--- src/rtl/sag_pkg.sv ---
package sag_pkg;

  typedef enum logic [2:0] {
    OC_NONE     = 3'd0,
    OC_ACCESS   = 3'd1,
    OC_REDIRECT = 3'd2,
    OC_TRAP     = 3'd3,
    OC_UNDEF    = 3'd4,
    OC_FOREIGN  = 3'd5
  } outcome_e;

  localparam int unsigned NUM_FLAGS = 5;

  typedef struct packed {
    outcome_e   kind;
    logic [1:0] trap_level;
  } verdict_t;

  // Priority-ordered privilege rules. An encoding miss wins over every level rule.
  function automatic verdict_t judge(
    input logic       hit,
    input logic [1:0] level,
    input logic       hyp_en,
    input logic       nest_trap,
    input logic       nest_redirect,
    input logic       l2_en,
    input logic       l3_en
  );
    verdict_t v;
    v.kind       = OC_UNDEF;
    v.trap_level = 2'd0;
    if (!hit) begin
      v.kind = OC_FOREIGN;
    end else begin
      unique case (level)
        2'd0: v.kind = OC_UNDEF;
        2'd1: begin
          if (hyp_en && nest_trap && nest_redirect) begin
            v.kind = OC_REDIRECT;
          end else if (hyp_en && nest_trap) begin
            v.kind       = OC_TRAP;
            v.trap_level = 2'd2;
          end else begin
            v.kind = OC_UNDEF;
          end
        end
        2'd2: begin
          if (l2_en) begin
            v.kind = OC_ACCESS;
          end else begin
            v.kind       = OC_TRAP;
            v.trap_level = 2'd2;
          end
        end
        default: begin
          if (l3_en) begin
            v.kind = OC_ACCESS;
          end else begin
            v.kind       = OC_TRAP;
            v.trap_level = 2'd3;
          end
        end
      endcase
    end
    return v;
  endfunction

endpackage

--- src/rtl/sag_enc_match.sv ---
module sag_enc_match #(
  parameter int unsigned OP0_W = 2,
  parameter int unsigned OP1_W = 3,
  parameter int unsigned CRN_W = 4,
  parameter int unsigned CRM_W = 4,
  parameter int unsigned OP2_W = 3,
  parameter logic [OP0_W-1:0] SEL_OP0 = 2'b11,
  parameter logic [OP1_W-1:0] SEL_OP1 = 3'b100,
  parameter logic [CRN_W-1:0] SEL_CRN = 4'b1100,
  parameter logic [CRM_W-1:0] SEL_CRM = 4'b1011,
  parameter logic [OP2_W-1:0] SEL_OP2 = 3'b111
) (
  input  logic [OP0_W-1:0] op0,
  input  logic [OP1_W-1:0] op1,
  input  logic [CRN_W-1:0] crn,
  input  logic [CRM_W-1:0] crm,
  input  logic [OP2_W-1:0] op2,
  output logic             hit
);
  localparam int unsigned ENC_W = OP0_W + OP1_W + CRN_W + CRM_W + OP2_W;
  localparam logic [ENC_W-1:0] SEL_ENC = {SEL_OP0, SEL_OP1, SEL_CRN, SEL_CRM, SEL_OP2};

  logic [ENC_W-1:0] enc;
  logic [ENC_W-1:0] diff;

  assign enc  = {op0, op1, crn, crm, op2};
  assign diff = enc ^ SEL_ENC;
  assign hit  = (diff == '0);
endmodule

--- src/rtl/sag_rules.sv ---
module sag_rules
  import sag_pkg::*;
(
  input  logic       hit,
  input  logic [1:0] level,
  input  logic       hyp_en,
  input  logic       nest_trap,
  input  logic       nest_redirect,
  input  logic       l2_en,
  input  logic       l3_en,
  output verdict_t   verdict,
  output logic       lvl1_nested,
  output logic       lvl_high_blocked
);
  assign verdict = judge(hit, level, hyp_en, nest_trap, nest_redirect, l2_en, l3_en);

  // Named events for the checks next to this logic.
  assign lvl1_nested      = hit && (level == 2'd1) && hyp_en && nest_trap;
  assign lvl_high_blocked = hit && (((level == 2'd2) && !l2_en) || ((level == 2'd3) && !l3_en));
endmodule

--- src/rtl/sag_out_reg.sv ---
module sag_out_reg
  import sag_pkg::*;
#(
  parameter int unsigned OFFS_W  = 12,
  parameter int unsigned CLASS_W = 6,
  parameter logic [OFFS_W-1:0]  MEM_OFFSET = 12'h4C8,
  parameter logic [CLASS_W-1:0] TRAP_CLASS = 6'h18
) (
  input  logic                clk,
  input  logic                rst_n,
  input  logic                in_valid,
  input  logic                in_write,
  input  verdict_t            in_verdict,
  output logic                out_valid,
  output logic                out_write,
  output logic [NUM_FLAGS-1:0] out_flags,
  output logic [OFFS_W-1:0]   out_offset,
  output logic [1:0]          out_trap_level,
  output logic [CLASS_W-1:0]  out_trap_class
);
  logic       v_q;
  logic       w_q;
  outcome_e   k_q;
  logic [1:0] tl_q;

  always_ff @(posedge clk or negedge rst_n) begin
    if (!rst_n) begin
      v_q  <= 1'b0;
      w_q  <= 1'b0;
      k_q  <= OC_NONE;
      tl_q <= 2'd0;
    end else begin
      v_q <= in_valid;
      if (in_valid) begin
        w_q  <= in_write;
        k_q  <= in_verdict.kind;
        tl_q <= in_verdict.trap_level;
      end
    end
  end

  // Flag i stands for outcome code i+1: access, redirect, trap, undef, foreign.
  for (genvar i = 0; i < NUM_FLAGS; i++) begin : g_flag
    assign out_flags[i] = v_q && (logic'(k_q == outcome_e'(3'(i + 1))));
  end

  assign out_valid      = v_q;
  assign out_write      = v_q && w_q;
  assign out_offset     = out_flags[1] ? MEM_OFFSET : '0;
  assign out_trap_level = out_flags[2] ? tl_q : 2'd0;
  assign out_trap_class = out_flags[2] ? TRAP_CLASS : '0;

  // one verdict per valid cycle, silence otherwise.
  p_one_outcome_r9: assert property (@(posedge clk) disable iff (!rst_n)
    out_valid |-> ($countones(out_flags) == 1));
  p_quiet_idle_r9: assert property (@(posedge clk) disable iff (!rst_n)
    !out_valid |-> (out_flags == '0 && out_offset == '0 && out_trap_class == '0));
  // output valid follows the accepted request register.
  p_valid_follows_r10: assert property (@(posedge clk) disable iff (!rst_n)
    out_valid == $past(in_valid));
endmodule

--- src/rtl/sysreg_access_gate.sv ---
module sysreg_access_gate
  import sag_pkg::*;
#(
  parameter int unsigned OFFS_W  = 12,
  parameter int unsigned CLASS_W = 6,
  parameter logic [OFFS_W-1:0]  MEM_OFFSET = 12'h4C8,
  parameter logic [CLASS_W-1:0] TRAP_CLASS = 6'h18
) (
  input  logic               clk,
  input  logic               rst_n,
  input  logic               req_valid,
  input  logic [1:0]         req_op0,
  input  logic [2:0]         req_op1,
  input  logic [3:0]         req_crn,
  input  logic [3:0]         req_crm,
  input  logic [2:0]         req_op2,
  input  logic               req_write,
  input  logic [1:0]         req_level,
  input  logic               hyp_en,
  input  logic               nest_trap,
  input  logic               nest_redirect,
  input  logic               l2_sysif_en,
  input  logic               l3_sysif_en,
  output logic               rsp_valid,
  output logic               rsp_write,
  output logic               rsp_access,
  output logic               rsp_redirect,
  output logic [OFFS_W-1:0]  rsp_mem_offset,
  output logic               rsp_trap,
  output logic [1:0]         rsp_trap_level,
  output logic [CLASS_W-1:0] rsp_trap_class,
  output logic               rsp_undef,
  output logic               rsp_not_mine
);
  logic                 enc_hit;
  verdict_t             verdict;
  logic                 lvl1_nested;
  logic                 lvl_high_blocked;
  logic [NUM_FLAGS-1:0] flags;

  sag_enc_match u_match (
    .op0 (req_op0),
    .op1 (req_op1),
    .crn (req_crn),
    .crm (req_crm),
    .op2 (req_op2),
    .hit (enc_hit)
  );

  sag_rules u_rules (
    .hit              (enc_hit),
    .level            (req_level),
    .hyp_en           (hyp_en),
    .nest_trap        (nest_trap),
    .nest_redirect    (nest_redirect),
    .l2_en            (l2_sysif_en),
    .l3_en            (l3_sysif_en),
    .verdict          (verdict),
    .lvl1_nested      (lvl1_nested),
    .lvl_high_blocked (lvl_high_blocked)
  );

  sag_out_reg #(
    .OFFS_W     (OFFS_W),
    .CLASS_W    (CLASS_W),
    .MEM_OFFSET (MEM_OFFSET),
    .TRAP_CLASS (TRAP_CLASS)
  ) u_out (
    .clk            (clk),
    .rst_n          (rst_n),
    .in_valid       (req_valid),
    .in_write       (req_write),
    .in_verdict     (verdict),
    .out_valid      (rsp_valid),
    .out_write      (rsp_write),
    .out_flags      (flags),
    .out_offset     (rsp_mem_offset),
    .out_trap_level (rsp_trap_level),
    .out_trap_class (rsp_trap_class)
  );

  assign rsp_access   = flags[0];
  assign rsp_redirect = flags[1];
  assign rsp_trap     = flags[2];
  assign rsp_undef    = flags[3];
  assign rsp_not_mine = flags[4];

  // a miss yields only the foreign verdict.
  p_miss_foreign_r1: assert property (@(posedge clk) disable iff (!rst_n)
    (req_valid && !enc_hit) |=> (rsp_not_mine && !rsp_undef && !rsp_trap));
  // level 0 is always undefined.
  p_level0_undef_r2: assert property (@(posedge clk) disable iff (!rst_n)
    (req_valid && enc_hit && req_level == 2'd0) |=> rsp_undef);
  // redirect carries the fixed slot.
  p_redirect_slot_r3: assert property (@(posedge clk) disable iff (!rst_n)
    rsp_redirect |-> (rsp_mem_offset == MEM_OFFSET));
  // nested level 1 access never reaches the register.
  p_nested_no_access_r4: assert property (@(posedge clk) disable iff (!rst_n)
    (req_valid && lvl1_nested) |=> (rsp_redirect || (rsp_trap && rsp_trap_level == 2'd2)));
  // a blocked upper level traps to its own level with the class code.
  p_blocked_traps_r7: assert property (@(posedge clk) disable iff (!rst_n)
    (req_valid && lvl_high_blocked) |=> (rsp_trap && rsp_trap_level == $past(req_level)
                                          && rsp_trap_class == TRAP_CLASS));
  // write flag carried with the verdict.
  p_write_echo_r8: assert property (@(posedge clk) disable iff (!rst_n)
    req_valid |=> (rsp_write == $past(req_write)));
  // verdict appears one cycle after the request.
  p_latency_r9: assert property (@(posedge clk) disable iff (!rst_n)
    req_valid |=> rsp_valid);
endmodule

--- config.mk ---
export PLATFORM = sky130hd
export DESIGN_NAME = sysreg_access_gate
export DESIGN_NICKNAME = d
export VERILOG_FILES = /design/src/rtl/sag_pkg.sv /design/src/rtl/sag_enc_match.sv /design/src/rtl/sag_rules.sv /design/src/rtl/sag_out_reg.sv /design/src/rtl/sysreg_access_gate.sv
export SDC_FILE = /design/constraint.sdc
export NUM_CORES = 1
export LEC_CHECK = 0
export CAP_MARGIN = 20
export CORE_MARGIN = 1
export CORE_UTILIZATION = 29
export CTS_CLUSTER_DIAMETER = 150
export CTS_CLUSTER_SIZE = 12
export DETAILED_ROUTE_END_ITERATION = 12
export PLACE_DENSITY = 0.78
export SLEW_MARGIN = 20
export SYNTH_ARGS = -nofsm -noshare
export SYNTH_HDL_FRONTEND = slang
export SYNTH_SLANG_ARGS = --single-unit
--- constraint.sdc ---
create_clock -name clk -period 1.1 [get_ports clk]
set_input_delay 0.11 -clock clk [delete_from_list [all_inputs] [get_ports clk]]
set_output_delay 0.11 -clock clk [all_outputs]
set_load 0.01 [all_outputs]
==> Word-level counts from Yosys, hierarchy flattened <==
Cells that the tools add are included.
{ "word_totals": {"inputBits": 27, "word_cells": 37, "ff_bits": 7} }
{ "op_classes": {"n_eq_ne": 7, "mux": 15, "bitwise_logic": 1, "reduce_logical": 10} }
{ "ops": {"columns": ["operator", "n"], "rows": [
  ["$logic_not A16 Y1", 1],
  ["$mux W2", 8],
  ["$mux W11", 1],
  ["$not A11 Y11", 1],
  ["$mux W3", 3],
  ["$pmux W3 S3", 1],
  ["$logic_and A1 B1 Y1", 8],
  ["$eq A3 B2 Y1 const B", 2],
  ["$eq A3 B3 Y1 const B", 2],
  ["$pmux W2 S3", 1],
  ["$mux W5", 1],
  ["$eq A3 B1 Y1 const B", 1],
  ["$eq A2 B1 Y1 const B", 1],
  ["$eq A2 B2 Y1 const B", 1],
  ["$logic_not A2 Y1", 1]
]} }

==> Depth between registers and ports, before layout <==
{ "logic_depth": {"ltp_word": 5, "mapped_depth": 4, "ltp_nobuf": 4} }

==> Modules after synthesis <==
Synthesis repeated with hierarchy kept, for this count alone.
{ "hier_totals": {"cells_unflattened": 59, "hier_area_um2": 598.1} }
{ "by_module_without_submodules": {"columns": ["mod", "area_each_um2", "instances", "cells_per_inst", "seq_area_each_um2"], "rows": [
  ["sag_out_reg", 454.2, 1, 42, 175.2],
  ["sag_rules", 93.8, 1, 12, 0.0],
  ["sag_enc_match", 50.0, 1, 5, 0.0]
]} }

==> Least setup slack after synthesis <==
OpenSTA, ideal clock, no wires.
{ "synth_path": {"kind": "register to output", "startpoint": "register u_out.v_q, in the netlist u_out.out_valid", "endpoint": "output port rsp_mem_offset[10]", "path_stages_with_launch": 5, "arrival_time_ps": 1113, "setup_slack_ps": -123, "required_ps": 990, "n_path_buf": 1, "cell_sequence": "dfrtp_1 nor2b_1 nand2_1 nor2_1 buf_4"} }
{ "synth_via": {"elab_chain_len": 2} }
{ "synth_lines": {"columns": ["element", "line_no", "text"], "rows": [
  ["from (decl)", "sag_out_reg.sv:21", "logic v_q;"],
  ["from (signal assigned)", "sag_out_reg.sv:33", "v_q <= in_valid;"],
  ["$logic_and A1 B1 Y1", "sag_out_reg.sv:44", "assign out_flags[i] = v_q && (logic'(k_q == outcome_e'(3'(i + 1))));"],
  ["via rsp_redirect", "sysreg_access_gate.sv:27", "output logic rsp_redirect,"],
  ["$mux W11", "sag_out_reg.sv:49", "assign out_offset = out_flags[1] ? MEM_OFFSET : '0;"],
  ["to (decl)", "sysreg_access_gate.sv:28", "output logic [OFFS_W-1:0] rsp_mem_offset,"]
]} }
The timed path passes the listed nets, and every way through them passes these cells.

==> Worst setup path after layout <==
{ "layout_path": {"startpoint": "register u_out.v_q, in the netlist u_out.out_valid", "endpoint": "output port rsp_trap_level[0]"} }
{ "layout_via": {"elab_chain_len": 2} }
{ "layout_lines": {"columns": ["element", "line_no", "text"], "rows": [
  ["$logic_and A1 B1 Y1", "sag_out_reg.sv:44", null],
  ["$mux W2", "sag_out_reg.sv:50", "assign out_trap_level = out_flags[2] ? tl_q : 2'd0;"],
  ["to (decl)", "sysreg_access_gate.sv:30", "output logic [1:0] rsp_trap_level,"]
]} }
Every way passes these cells.

==> results.py <==
metrics = {
    "run_status": {
        "status": "complete, but fails checks",
        "violations": "setup timing",
    },
    "detailed_routing": {
        "firstDrtPassIters": 4,
        "ant_nets": 0,
        "routed_wirelength_um": 1334,
        "drc_errors": 0,
        "vias": 589,
        "viasPerCell": 4.396,
        "drt-wirelength-per-cell_um": 9.955,
        "drt-initial-drc-count": 3,
    },
    "min_path": {
        "min_path_type": "primary input to async pin",
    },
    "global_routing": {
        "grt_pass1_vias": 506,
        "grtUsageMet2_pct": 24.23,
        "met1_usage_pct": 15.22,
        "grt_max_degree": 8,
        "grt_usage_pct": 13.46,
        "met3_usage_pct": 0.3968,
        "overflow": 0,
        "grt_pass1_wl_um": 2028,
        "top_usage_layer": "met2",
        "antenna_found_initial": 0,
    },
    "flow_run": {
        "maxCapViolations": 0,
    },
    "sta": {
        "fin_crit_ns": 1.350,
        "finClkSkew_ns": 0,
        "tns_ns": -2.432,
        "setup_ws_ns": -0.2498,
        "drv_slew": 0,
        "fin_crit_sh_pct": 122.7,
        "setup_viol_count_final": 14,
        "clock.fmax_ghz": 0.7408,
        "rsz0062_at_grt": "true",
        "finalHoldViolCount": 0,
    },
    "finish": {
        "fin_nets": 137,
        "drive_above_1_share_pct": 39.45,
        "nFillCells": 167,
        "diodes": 0,
        "area_growth_pct": 86.16,
        "fin_cells": 134,
    },
    "clocking": {
        "insertion_delay_ns": 0.25,
        "clk_pin_slew_ns": 0.05,
        "cts_buffers": 3,
        "htree_num_levels": 1,
        "cts_sinks": 7,
        "clock_path_buffers": 2,
        "cts_tree": "built",
        "clock-root-buffer": "clkbuf_4",
        "postCtsHoldBufs": 0,
    },
    "pwr": {
        "p_int_uw": 514.0,
        "leakagePower_uw": 0.0004922,
        "p_per_area_nw_per_um2": 643.8,
        "power.switching_uw": 157.8,
        "peakVddDrop_mv": 0.2887,
        "switching_share_pct": 23.49,
        "clockPowerShare_pct": 33.2,
        "comb_power_share_pct": 27.1,
        "seq_power_share_pct": 39.7,
    },
    "placement": {
        "routabilityCongestion": 0.6843,
        "hpwl_um": 1127,
        "placedCellCount": 128,
        "io_buffers": 41,
    },
    "critical_path": {
        "arrival_ns": 1.24,
        "end_kind": "output pin",
        "r2r_end": "u_out.k_q[2]",
        "worstReg2RegStart": "u_out.k_q[2]",
        "startpoint": "u_out.out_valid",
        "crit_chain": "nor2b_4 -> and3_4 -> and2_1 -> buf_2",
        "path_delay_family": "simple AND/OR/NAND/NOR gates",
        "critPathRequiredTime_ns": 0.99,
        "critPathKind": "register to output pin",
        "cp_slowest_stage_delay_ns": 0.36,
        "rrSetupSlack_ns": 0.12,
        "cp_slowest_cell": "dfrtp_1",
        "cp.depth": 4,
        "critPathLaunchType": "register",
        "crit_end": "rsp_trap_level[0]",
        "worst-path-buf-inv": 1,
        "path_max_fanout": 5,
        "reg2reg_depth": 3,
    },
    "synthesis": {
        "synth_area_um2": 560.5,
        "synth_cell_types": 26,
        "ys_warn_count": 0,
        "synth_seq_area_share_pct": 31.25,
        "synth_seq_cells": 7,
        "netlist_instances": 62,
        "synth_area_per_cell_um2": 9.041,
    },
    "die": {
        "dieArea_um2": 2113,
        "fp-row-count": 15,
        "dieWidth_um": 45.97,
        "core_um2": 1764,
        "die_h_um": 45.97,
        "io_pins": 54,
        "start_util_pct": 31.77,
    },
}
[kinds of logic (layout without fill, tap and decap cells)]
group | count (synthesis) | in the layout | synth area share [%]
AND/OR/NAND/NOR | 23 | 23 | 27.23
buffers and inverters | 21 | 57 | 26.12
AO/OA/AOI/OAI | 9 | 9 | 12.73
flip-flops | 7 | 7 | 31.25
other | 1 | 12 | 0.6690
multiplexers | 1 | 1 | 2.009
[power by group through the flow]
stage | Sequential [µW] | Combinational (µW) | Clock, µW
floorplan | 271 | 82.8 | 0
global placement | 270 | 178 | 0
detailed placement | 270 | 181 | 0
CTS | 266 | 177 | 232
global route | 268 | 198 | 259
finish | 267 | 182 | 223
[placed cells by master, fill, tap and decap left out, types with 2 or more instances in the layout]
cell type	netlist	layout
clkbuf_4	0	3
and3_1	3	2
conb_1	1	12
dfrtp_1	7	7
and2_4	0	2
buf_6	0	11
o22a_2	2	2
inv_1	3	3
buf_2	0	6
nand2_1	4	2
clkdlybuf4s50_1	0	21
nor3b_2	1	2
buf_4	18	6
nand2_2	0	2
dlygate4sd2_1	0	4
[metal layers]
metal / up-vias / part of all wire, % / wire, µm
met2: 41 / 54 / 716
met4: 0 / 1.3 / 18
li1: 284 / - / -
met5: - / 0 / 0
met1: 262 / 34 / 450
met3: 2 / 11 / 149
[how the worst min path moves through the flow]
stage	start	endpoint	slack (ns)	cells after the start
floorplan	rst_n	u_out.k_q[0]	-0.19	0
global placement	rst_n	u_out.tl_q[1]	0.38	1
detailed placement	rst_n	u_out.k_q[1]	0.38	1
CTS	rst_n	u_out.out_valid	0.12	1
global route	rst_n	u_out.out_valid	0.13	1
finish	rst_n	u_out.out_valid	0.11	1
[metrics by stage]
stage	hold slack [ns]	total power [µW]	setup slack, ns	cell area (µm²)	util [%]
after floorplan	-0.1856	354.0	0.002369	614.3	-
after global routing	0.1317	723.7	-0.3117	1044	59.15
after CTS	0.1154	675.3	-0.2431	1025	58.09
after global placement	0.3769	447.6	-0.3887	973.4	55.18
after detailed placement	0.3807	451.2	-0.4249	973.4	55.18
final	0.1098	671.8	-0.2498	1044	59.15
[state kept, by name, indices dropped and copies added, names as in the netlist]
register	cells
u_out.out_valid	1
u_out.tl_q	2
u_out.w_q	1
u_out.k_q	3
[cell usage after synthesis]
master	n	area share (%)
nor2_1	2	1.3
buf_4	18	24
a31oi_1	1	1.1
nand2b_1	1	1.1
nor2b_1	2	2.2
and4bb_1	1	2.2
nor3_1	1	0.89
nand4_1	1	1.1
and3_1	3	3.3
mux2_2	1	2.0
nand3_1	1	0.89
conb_1	1	0.67
o22ai_1	2	2.2
inv_1	3	2.0
nor3b_2	1	2.2
nand4_2	1	2.2
o22a_2	2	3.6
and2_1	3	3.3
and4bb_2	1	2.2
a21o_1	1	1.3
o211ai_1	1	1.3
dfrtp_1	7	31
nor3b_1	1	1.3
o32ai_1	1	1.6
nand2_1	4	2.7
o221ai_1	1	1.6
[worst register-to-register path, stage by stage, from the launching register on]
cell and delay, ns:
dfrtp_1 0.40, buf_4 0.14, buf_6 0.11, o22a_2 0.22
[timing repair]
action / 4_1_cts / 5_1_grt
pin swaps: 11 / 3
setup endpoints to repair: 20 / 20
setup buffers: 2 / 0
endpoints found under the hold margin: 0 / 0
resized for setup: 78 / 7
[cell type report]
| type | count | area (µm²) | area share (%) |
|---|---|---|---|
| tap | 25 | 31.28 | 2.998 |
| sequential | 7 | 175.2 | 16.79 |
| inverter | 3 | 11.26 | 1.079 |
| timing repair buffer | 50 | 461.7 | 44.24 |
| multi-input combinational | 45 | 337.8 | 32.37 |
| clock buffer | 4 | 26.28 | 2.518 |
(Power assumes the default switching activity.)
